===== config.mk =====
export PLATFORM = sky130hd
export DESIGN_NAME = pcut_wake_ctrl
export DESIGN_NICKNAME = d
export VERILOG_FILES = /design/src/rtl/pcut_pkg.sv /design/src/rtl/pcut_cfg_reg.sv /design/src/rtl/pcut_wake_det.sv /design/src/rtl/pcut_seq.sv /design/src/rtl/pcut_wake_ctrl.sv
export SDC_FILE = /design/constraint.sdc
export NUM_CORES = 1
export LEC_CHECK = 0
export BUFFER_PORTS_ARGS = -buffer_cell sky130_fd_sc_hd__buf_4
export CORE_AREA = 2 2 60 62
export DETAILED_ROUTE_END_ITERATION = 7
export DIE_AREA = 0 0 62 64
export GPL_TIMING_DRIVEN = 0
export PLACE_DENSITY = 0.84
export SLEW_MARGIN = 20
export SYNTH_ARGS = -nofsm -noshare
export SYNTH_HDL_FRONTEND = slang
export SYNTH_HIERARCHICAL = 1
export SYNTH_SLANG_ARGS = --single-unit

===== constraint.sdc =====
create_clock -name clk -period 5.1 [get_ports clk]
set_input_delay 0.765 -clock clk [delete_from_list [all_inputs] [get_ports clk]]
set_output_delay 0.765 -clock clk [all_outputs]
set_load 0.03 [all_outputs]

===== src/rtl/pcut_pkg.sv =====
// Shared types and helpers for the power-cut wake-up sequencer.
package pcut_pkg;
    typedef enum logic [1:0] {
        ST_RUN  = 2'd0,
        ST_CUT  = 2'd1,
        ST_WARM = 2'd2
    } pcut_state_e;

    localparam int NUM_WAKE = 10;   // rtc, ext[7:0], key OR
endpackage


===== src/rtl/pcut_cfg_reg.sv =====
// Control register: sticky enable bit, warm-up select, re-arm guard and
// refused-write flag. Assumes write strobes are synchronous to clk.
module pcut_cfg_reg #(
    parameter int GUARD_CYC = 2
) (
    input  logic       clk,
    input  logic       rst_n,
    input  logic       we,
    input  logic       wd_en,
    input  logic [1:0] wd_wsel,
    input  logic       enter_ack,
    output logic       en,
    output logic [1:0] wsel,
    output logic       rejected,
    output logic       armed
);
    localparam int GW = $clog2(GUARD_CYC + 1);
    localparam logic [GW-1:0] GLOAD = GW'(GUARD_CYC);

    logic [GW-1:0] guard_cnt;
    logic          guard_busy;
    logic          set_ok;
    logic          set_bad;
    logic          clr_wr;

    assign guard_busy = (guard_cnt != '0);
    assign clr_wr     = we && !wd_en;
    assign set_ok     = we && wd_en && !en && !guard_busy;
    assign set_bad    = we && wd_en && !en && guard_busy;

    // Enable bit and select: set only when free, cleared only explicitly.
    always_ff @(posedge clk) begin
        if (!rst_n) begin
            en   <= 1'b0;
            wsel <= 2'b00;
        end else if (clr_wr) begin
            en   <= 1'b0;
            wsel <= 2'b00;
        end else if (set_ok) begin
            en   <= 1'b1;
            wsel <= wd_wsel;
        end
    end

    // Guard counter restarted by every clearing write.
    always_ff @(posedge clk) begin
        if (!rst_n)          guard_cnt <= '0;
        else if (clr_wr)     guard_cnt <= GLOAD;
        else if (guard_busy) guard_cnt <= guard_cnt - 1'b1;
    end

    // Refused-write flag: raised on a guarded set, dropped on a good set.
    always_ff @(posedge clk) begin
        if (!rst_n)       rejected <= 1'b0;
        else if (set_bad) rejected <= 1'b1;
        else if (set_ok)  rejected <= 1'b0;
    end

    // Arming: given by an accepted set, consumed by entry or a clear.
    always_ff @(posedge clk) begin
        if (!rst_n)                  armed <= 1'b0;
        else if (clr_wr || enter_ack) armed <= 1'b0;
        else if (set_ok)             armed <= 1'b1;
    end

    // enable stays high unless a clearing write arrives
    p_sticky_r3: assert property (@(posedge clk) disable iff (!rst_n)
        (en && !clr_wr) |=> en);
    // enable falling always leaves select at 00
    p_wsel_clr_r3: assert property (@(posedge clk) disable iff (!rst_n)
        $fell(en) |-> (wsel == 2'b00));
    // a set inside the guard is refused and flagged
    p_guard_r4: assert property (@(posedge clk) disable iff (!rst_n)
        (we && wd_en && !en && guard_busy) |=> (!en && rejected));
endmodule


===== src/rtl/pcut_wake_det.sv =====
// Edge detector for the wake lines. Each line has a fixed polarity given by
// FALL_MASK (1 = falling edge). Inputs are assumed already synchronous to clk.
module pcut_wake_det #(
    parameter int                N         = 10,
    parameter logic [N-1:0]      FALL_MASK = '0
) (
    input  logic         clk,
    input  logic         rst_n,
    input  logic [N-1:0] lines,
    input  logic         listen,
    output logic         hit
);
    logic [N-1:0] prev;
    logic [N-1:0] edge_v;

    // Track every line in all states so no stale edge appears on entry.
    always_ff @(posedge clk) begin
        if (!rst_n) prev <= lines;
        else        prev <= lines;
    end

    for (genvar i = 0; i < N; i++) begin : g_line
        if (FALL_MASK[i]) begin : g_fall
            assign edge_v[i] = prev[i] && !lines[i];
        end else begin : g_rise
            assign edge_v[i] = !prev[i] && lines[i];
        end
    end

    assign hit = listen && (|edge_v);
endmodule


===== src/rtl/pcut_seq.sv =====
// Power-cut sequencer: entry, wake acceptance, warm-up count and release.
// Warm-up length is 2^WEXPn slow-clock cycles, n latched at entry.
module pcut_seq
    import pcut_pkg::*;
#(
    parameter int WEXP0 = 10,
    parameter int WEXP1 = 12,
    parameter int WEXP2 = 14,
    parameter int WEXP3 = 16
) (
    input  logic       clk,
    input  logic       rst_n,
    input  logic       enter_req,
    input  logic       armed,
    input  logic       en,
    input  logic [1:0] wsel,
    input  logic       wake_hit,
    output logic       listen,
    output logic       enter_ack,
    output logic       pwr_en,
    output logic       hot_rst_n,
    output logic       pad_iso,
    output logic       in_gate_on,
    output logic       boot_rom_force
);
    localparam int MAXA = (WEXP0 > WEXP1) ? WEXP0 : WEXP1;
    localparam int MAXB = (WEXP2 > WEXP3) ? WEXP2 : WEXP3;
    localparam int CW   = ((MAXA > MAXB) ? MAXA : MAXB) + 1;

    pcut_state_e   state;
    logic [1:0]    sel_q;
    logic [CW-1:0] cnt;
    logic [CW-1:0] last;

    // Final count value for the latched select.
    always_comb begin
        unique case (sel_q)
            2'd0:    last = CW'((64'd1 << WEXP0) - 1);
            2'd1:    last = CW'((64'd1 << WEXP1) - 1);
            2'd2:    last = CW'((64'd1 << WEXP2) - 1);
            default: last = CW'((64'd1 << WEXP3) - 1);
        endcase
    end

    assign enter_ack = (state == ST_RUN) && enter_req && armed;
    assign listen    = (state == ST_CUT);

    // State machine with warm-up counter.
    always_ff @(posedge clk) begin
        if (!rst_n) begin
            state <= ST_RUN;
            sel_q <= 2'b00;
            cnt   <= '0;
        end else begin
            unique case (state)
                ST_RUN: if (enter_ack) begin
                    state <= ST_CUT;
                    sel_q <= wsel;
                end
                ST_CUT: if (wake_hit) begin
                    state <= ST_WARM;
                    cnt   <= '0;
                end
                ST_WARM: if (cnt == last) state <= ST_RUN;
                         else             cnt   <= cnt + 1'b1;
                default: state <= ST_RUN;
            endcase
        end
    end

    // Boot override: set at entry, dropped once running with enable cleared.
    always_ff @(posedge clk) begin
        if (!rst_n)                          boot_rom_force <= 1'b0;
        else if (enter_ack)                  boot_rom_force <= 1'b1;
        else if (state == ST_RUN && !en)     boot_rom_force <= 1'b0;
    end

    assign pwr_en     = (state != ST_CUT);
    assign hot_rst_n  = (state == ST_RUN);
    assign pad_iso    = (state != ST_RUN);
    assign in_gate_on = (state == ST_RUN);

    // power off implies isolation and hot reset
    p_cut_iso_r5: assert property (@(posedge clk) disable iff (!rst_n)
        !pwr_en |-> (pad_iso && !in_gate_on && !hot_rst_n));
    // an accepted wake powers up while reset stays held
    p_wake_pwr_r7: assert property (@(posedge clk) disable iff (!rst_n)
        (listen && wake_hit) |=> (pwr_en && !hot_rst_n));
    // reset only released after power was already on
    p_rel_after_pwr_r8: assert property (@(posedge clk) disable iff (!rst_n)
        $rose(hot_rst_n) |-> $past(pwr_en));
    // warm-up counter never passes its final value
    p_cnt_bound_r8: assert property (@(posedge clk) disable iff (!rst_n)
        (state == ST_WARM) |-> (cnt <= last));
    // boot override present whenever hot reset is held
    p_boot_r9: assert property (@(posedge clk) disable iff (!rst_n)
        !hot_rst_n |-> boot_rom_force);
endmodule


===== src/rtl/pcut_wake_ctrl.sv =====
// Top of the power-cut wake-up sequencer. Wake line order into the detector:
// [0]=rtc, [8:1]=ext[7:0], [9]=OR of key inputs; ext[7] is falling-edge.
module pcut_wake_ctrl #(
    parameter int GUARD_CYC = 2,
    parameter int WEXP0     = 10,
    parameter int WEXP1     = 12,
    parameter int WEXP2     = 14,
    parameter int WEXP3     = 16
) (
    input  logic       clk,
    input  logic       rst_n,
    input  logic       cfg_we,
    input  logic       cfg_en_wr,
    input  logic [1:0] cfg_wsel_wr,
    input  logic       enter_req,
    input  logic       wake_rtc,
    input  logic [7:0] wake_ext,
    input  logic [8:0] wake_key,
    output logic       cfg_en,
    output logic [1:0] cfg_wsel,
    output logic       cfg_rejected,
    output logic       pwr_en,
    output logic       hot_rst_n,
    output logic       pad_iso,
    output logic       in_gate_on,
    output logic       boot_rom_force
);
    import pcut_pkg::*;

    localparam logic [NUM_WAKE-1:0] FALL_MASK = NUM_WAKE'(1) << 8;

    logic                armed;
    logic                enter_ack;
    logic                listen;
    logic                wake_hit;
    logic [NUM_WAKE-1:0] lines;

    assign lines = {(|wake_key), wake_ext, wake_rtc};

    pcut_cfg_reg #(.GUARD_CYC(GUARD_CYC)) u_cfg (
        .clk(clk), .rst_n(rst_n), .we(cfg_we), .wd_en(cfg_en_wr),
        .wd_wsel(cfg_wsel_wr), .enter_ack(enter_ack), .en(cfg_en),
        .wsel(cfg_wsel), .rejected(cfg_rejected), .armed(armed)
    );

    pcut_wake_det #(.N(NUM_WAKE), .FALL_MASK(FALL_MASK)) u_det (
        .clk(clk), .rst_n(rst_n), .lines(lines), .listen(listen),
        .hit(wake_hit)
    );

    pcut_seq #(.WEXP0(WEXP0), .WEXP1(WEXP1), .WEXP2(WEXP2), .WEXP3(WEXP3)) u_seq (
        .clk(clk), .rst_n(rst_n), .enter_req(enter_req), .armed(armed),
        .en(cfg_en), .wsel(cfg_wsel), .wake_hit(wake_hit), .listen(listen),
        .enter_ack(enter_ack), .pwr_en(pwr_en), .hot_rst_n(hot_rst_n),
        .pad_iso(pad_iso), .in_gate_on(in_gate_on),
        .boot_rom_force(boot_rom_force)
    );
endmodule


; ---- Yosys cells after proc, flatten, opt, wreduce, memory -nomap -nowiden
; Cells that the tools add are included.
[op_classes]
add_sub_neg = 2
n_eq_ne = 10
muxes = 14
n_bitwise = 1
n_reduce_logical = 48
[ops]
columns = operator, count
row1 = one-hot mux 16 bit (3 select lines), 1
row2 = 2-to-1 mux 17 bit, 2
row3 = one-hot mux 17 bit (2 select lines), 1
row4 = logical AND 1 bit, 19
row5 = "adder 17 x 1 -> 17 bit, second input constant", 1
row6 = equality test 17 x 16 -> 1 bit, 1
row7 = logical NOT 1 bit, 13
row8 = nonzero test 2 bit, 6
row9 = 2-to-1 mux 2 bit, 5
row10 = OR reduction 10 bit, 1
row11 = OR reduction 9 bit, 1
row12 = "!= test 2 x 1 -> 1 bit, second input constant", 3
row13 = one-hot mux 2 bit (3 select lines), 1
row14 = AND reduction 3 bit, 2
row15 = "equality test 2 x 1 -> 1 bit, second input constant", 2
row16 = "equality test 2 bit, second input constant", 2
row17 = logical NOT 2 bit, 2
row18 = 2-to-1 mux 1 bit, 4
row19 = "!= test 2 bit, second input constant", 2
row20 = OR reduction 2 bit, 2
row21 = AND reduction 2 bit, 1
row22 = "subtractor 2 x 1 -> 2 bit, second input constant", 1
row23 = logical OR 1 bit, 1
row24 = NOT 1 bit, 1
[word_totals]
ff_bits = 39
inputBits = 25
output_inout_bits = 9
word_cells = 86

; ---- Logic depth before layout (Yosys ltp)
[depth]
word_depth = 6
ltp_mapped = 9

; ---- By module
; The synthesis kept the hierarchy.
[by_module_without_submodules]
columns = mod, instances, cells_per_inst, area_each_um2
row1 = pcut_seq, 1, 135, 1168.6
row2 = pcut_wake_det, 1, 25, 284.0
row3 = pcut_cfg_reg, 1, 30, 274.0
row4 = pcut_wake_ctrl, 1, 4, 20.0

; ---- Least setup slack after synthesis
; No wires, ideal clock.
[synth_timing]
kind = input to register
from = input port wake_key[4]
to = register u_seq.cnt[7]
t_arrival_ns = 2.358
required_ns = 5.041
path_slack_ns = 2.683
stages = 9
n_path_buf = 0
cell_sequence = nor4_1 nand3_1 inv_1 o22ai_1 o41a_1 nand2_1 nand2_1 or4_1 nand2_1
[synth_via]
elab_chain_cells = 6
[synth_lines]
columns = element, line
row1 = start: declaration, pcut_wake_ctrl.sv:18  ; input logic [8:0] wake_key,
row2 = OR reduction 9 bit, pcut_wake_ctrl.sv:38  ; assign lines = {(|wake_key), wake_ext, wake_rtc};
row3 = net lines[9], pcut_wake_ctrl.sv:36  ; logic [NUM_WAKE-1:0] lines;
row4 = logical AND 1 bit, pcut_wake_det.sv:26  ; assign edge_v[i] = !prev[i] && lines[i];
row5 = OR reduction 10 bit, pcut_wake_det.sv:30  ; assign hit = listen && (|edge_v);
row6 = logical AND 1 bit, pcut_wake_det.sv:30
row7 = net wake_hit, pcut_wake_ctrl.sv:35  ; logic wake_hit;
row8 = != test 2 bit (no line), --
row9 = AND reduction 3 bit (no line), --
row10 = end signal: assignment, pcut_seq.sv:65  ; else cnt <= cnt + 1'b1;
row11 = end: declaration, pcut_seq.sv:32  ; logic [CW-1:0] cnt;
; The timed path passes the listed nets, and every way through them passes these cells.
; A chain may end at the register's enable or synchronous reset.

; ---- Final worst setup path
; Same ends and word-level chain as after synthesis.

==> key figures <==
Clocking
  – Post-cts resize count: 0
  – CTS Root Cell: clkbuf_4
  – Clock sinks: 39
  – CTS tree: yes
  – Number of setup buffers added after CTS: 0
  – Hold_buf cts: 0
  – Clk_lat worst skew: 0.34 ns
  – Num CTS Buffers: 5
  – H-tree depth: 2
  – Clock tree buffer depth: 2
  – Clk slew on worst S/H paths: 0.12 ns

Cells and area
  – Multi-input gate area: 878 um^2
  – Fin cells: ~280
  – Layout fillers: 296
  – FF/Latch Area: 781 um^2
  – N_diodes: 0
  – Syn-to-layout area delta: 22.4%
  – Layout cells sized above 1: 0.209
  – Final #Nets: 260

Hold path
  – Hold Path Origin: u_cfg/guard_cnt[0]$_SDFFE_PP0P_
  – Hold crit path type: flip-flop to flip-flop
  – WHS Path Cells: 1
  – Worst hold endpoint: u_cfg/guard_cnt[0]$_SDFFE_PP0P_

Routing
  – Total wire length: 3530 um
  – Drc violations: 0
  – Detailed-router iteration count before antenna repair: 4
  – WL per Instance: 12.6 um
  – Via-to-Cell Ratio: around 5.5
  – Antenna Nets Post-Route: 0
  – Initial DRC count: 76
  – Vias: between 1500 and 2000

Power
  – Leak: 0.000858 uW
  – Power Density: ~270 nW/um^2
  – Pwr Total: between 500 and 600 uW
  – Peak supply drop: 0.258 mV

Yosys
  – Post-synthesis cell area: 1750 um^2
  – Synthesized instance count: 194
  – FF+latch count, synth: 39
  – Synth Area per Inst: 9.00 um^2
  – Synth warn: 6
  – Asr flop ratio synth: 0
  – Sequential share of the synthesized area: 0.447
  – Ys flop type: dfxtp_1
  – Post-synth EDFFs: 0
  – Distinct cells, synth: 47
  – Syn Nets: 220

Timing
  – Final setup TNS: 0 ns
  – Fin. max-slew vios: 0
  – F_max: 0.420 GHz
  – Fin worst setup slack: 2.72 ns
  – RSZ-0062 raised after global routing: no
  – Tcrit/Tclk final: 0.466
  – Final setup fails: 0
  – Clock period minus worst slack: 2.38 ns
  – Setup Skew: between 0.015 and 0.02 ns
  – Slew @ Worst Pin: 0.484 ns
  – Fin. Hold Viols: 0
  – Headroom to the max-slew limit: 0.677

Setup path
  – Required @ worst endpoint: 5.38 ns
  – Slowest cell on crit path: or4_1
  – Max incr delay on CP: 0.53 ns
  – Cells along the critical path: buf_4 -> nor4_1 -> nand3_1 -> inv_1 -> o22ai_1 -> o41a_1 -> nand2_1 -> nand2_1 -> or4_1 -> nand2_1
  – R2r setup slk: 3.07 ns
  – R2R Path End: u_seq/cnt[0]$_SDFFE_PN0P_
  – CP Class: input pin to flip-flop
  – CP dominant cell by count: nand2_1
  – CP top delay family: simple AND/OR/NAND/NOR gates
  – CP startpoint kind: input pin
  – Worst Setup End Kind: flip-flop
  – Worst r2r src: u_seq/cnt[10]$_SDFFE_PN0P_
  – R2r worst-path depth: 6
  – CP bufs+invs: 2
  – CP max FO: 5
  – CP arrival: 2.66 ns

GRT
  – Initial antenna violation count: 0
  – Largest net degree at the start of global routing: 13
  – Vias in the first global route: 1446
  – First-pass GRT wire length: 6040 um
  – Gr ovfl total: 0
  – Tot GR Track Use: 0.202

Placed design
  – Gpl congestion: 0.815
  – DP Wirelength: 2620 um
  – Dpl cells: 273
  – Place WS: 2.39 ns
  – Port buffer count: 33

Die
  – Cell row count: 21
  – Die span in y: ~64 um
  – IO Pins: 34
  – Initial core utilization: 0.532
  – Full die area: about 4000 um^2
  – Die W: 62 um
  – Core footprint: 3280 um^2

Run status
  – Status: completed

Flow run
  – Max Cap Viol: 0
==> cell type report <==
type / instances / area share
buffer: 7 / 0.0234
inverter: 10 / 0.0176
clock inverter: 2 / 0.0164
sequential: 39 / 0.365
multi-input combinational: 138 / 0.411
timing repair buffer: 33 / 0.116
tap: 46 / 0.0269
clock buffer: 6 / 0.0240
==> cells in the mapped netlist, types with 3 or more instances <==
library cell | instances | area, um^2
o22ai_1 | 3 | 18.8
nand3_1 | 10 | 50.1
o21a_1 | 4 | 30.0
dfxtp_1 | 39 | 781
or3_1 | 8 | 50.1
a21oi_1 | 18 | 90.1
nor2b_1 | 3 | 18.8
nand2_1 | 13 | 48.8
nor2_1 | 7 | 26.3
and3_1 | 3 | 18.8
and2_1 | 3 | 18.8
clkbuf_1 | 3 | 11.3
o21ai_0 | 13 | 65.1
nand4_1 | 6 | 37.5
inv_1 | 10 | 37.5
or4_1 | 4 | 30.0
nand2b_1 | 7 | 43.8
nor3_1 | 3 | 15.0
and4_1 | 3 | 26.3
==> worst max-delay path by stage <==
stage | start | to | depth (start not counted)
floorplan | wake_key[4] | u_seq/cnt[7]$_SDFFE_PN0P_ | 9
global placement | wake_key[4] | u_seq/cnt[7]$_SDFFE_PN0P_ | 10
detailed placement | wake_key[4] | u_seq/cnt[7]$_SDFFE_PN0P_ | 10
CTS | wake_key[4] | u_seq/cnt[7]$_SDFFE_PN0P_ | 10
global route | wake_key[4] | u_seq/cnt[7]$_SDFFE_PN0P_ | 10
finish | wake_key[4] | u_seq/cnt[7]$_SDFFE_PN0P_ | 10
==> where the power goes <==
group	leakage, uW	internal, uW	total, uW	switching [uW]
combinational	0.000492	24.1	47.4	23.3
sequential	0.000318	311	315	3.14
clock	0.0000482	116	213	96.8
==> worst register-to-register path, delay by kind of cell, from the launching register on <==
kind / cells / cell delay (ns)
compound gates: 3 / 0.95
buf+inv: 1 / 0.14
flops: 1 / 0.38
simple gates: 2 / 0.46
==> state kept, by name, indices dropped and copies added (netlist names) <==
signal / flops
u_seq/state: 2
u_cfg/guard_cnt: 2
u_cfg/wsel: 2
u_seq/cnt: 17
u_seq/sel_q: 2
u_seq/boot_rom_force: 1
u_cfg/en: 1
u_cfg/rejected: 1
u_det/prev: 10
u_cfg/armed: 1
==> cells in the final DEF, fill, tap and decap left out, types with 4 or more instances in the layout <==
cell      count
or4_1         4
a21oi_1      18
nor2_1        7
nand2b_1      7
nand4_1       6
inv_1        10
nand3_1      10
nand2_1      13
buf_4        34
or3_1         8
o21ai_0      13
clkbuf_4      5
o21a_1        4
dfxtp_1      39
==> through the flow <==
| step | util | cell area (um^2) | hold slack (ns) |
|---|---|---|---|
| floorplan | - | 1750 | 0.436 |
| global placement | 0.625 | 2050 | 0.449 |
| detailed placement | 0.625 | 2050 | 0.460 |
| CTS | 0.651 | 2140 | 0.478 |
| global route | 0.651 | 2140 | 0.505 |
| finish | 0.651 | 2140 | 0.477 |
==> metal layers <==
| layer | up-vias | track usage | wire length (um) |
|---|---|---|---|
| li1 | 803 | - | - |
| met1 | 706 | 0.247 | 1600 |
| met2 | 36 | 0.328 | 1710 |
| met3 | 4 | 0.0628 | 164 |
| met4 | 0 | 0.0691 | 51 |
| met5 | - | 0 | 0 |
==> kinds of logic (layout without fill, tap and decap cells) <==
| kind of cell | after synthesis | count (layout) | synth area share |
|---|---|---|---|
| AO/OA/AOI/OAI | 54 | 54 | 0.213 |
| adder cells (fa/ha/maj) | 1 | 1 | 0.00716 |
| buffers and inverters | 17 | 58 | 0.0501 |
| flip-flops | 39 | 39 | 0.447 |
| multiplexers | 2 | 2 | 0.0115 |
| AND/OR/NAND/NOR | 81 | 81 | 0.272 |
(Power assumes the default switching activity.)
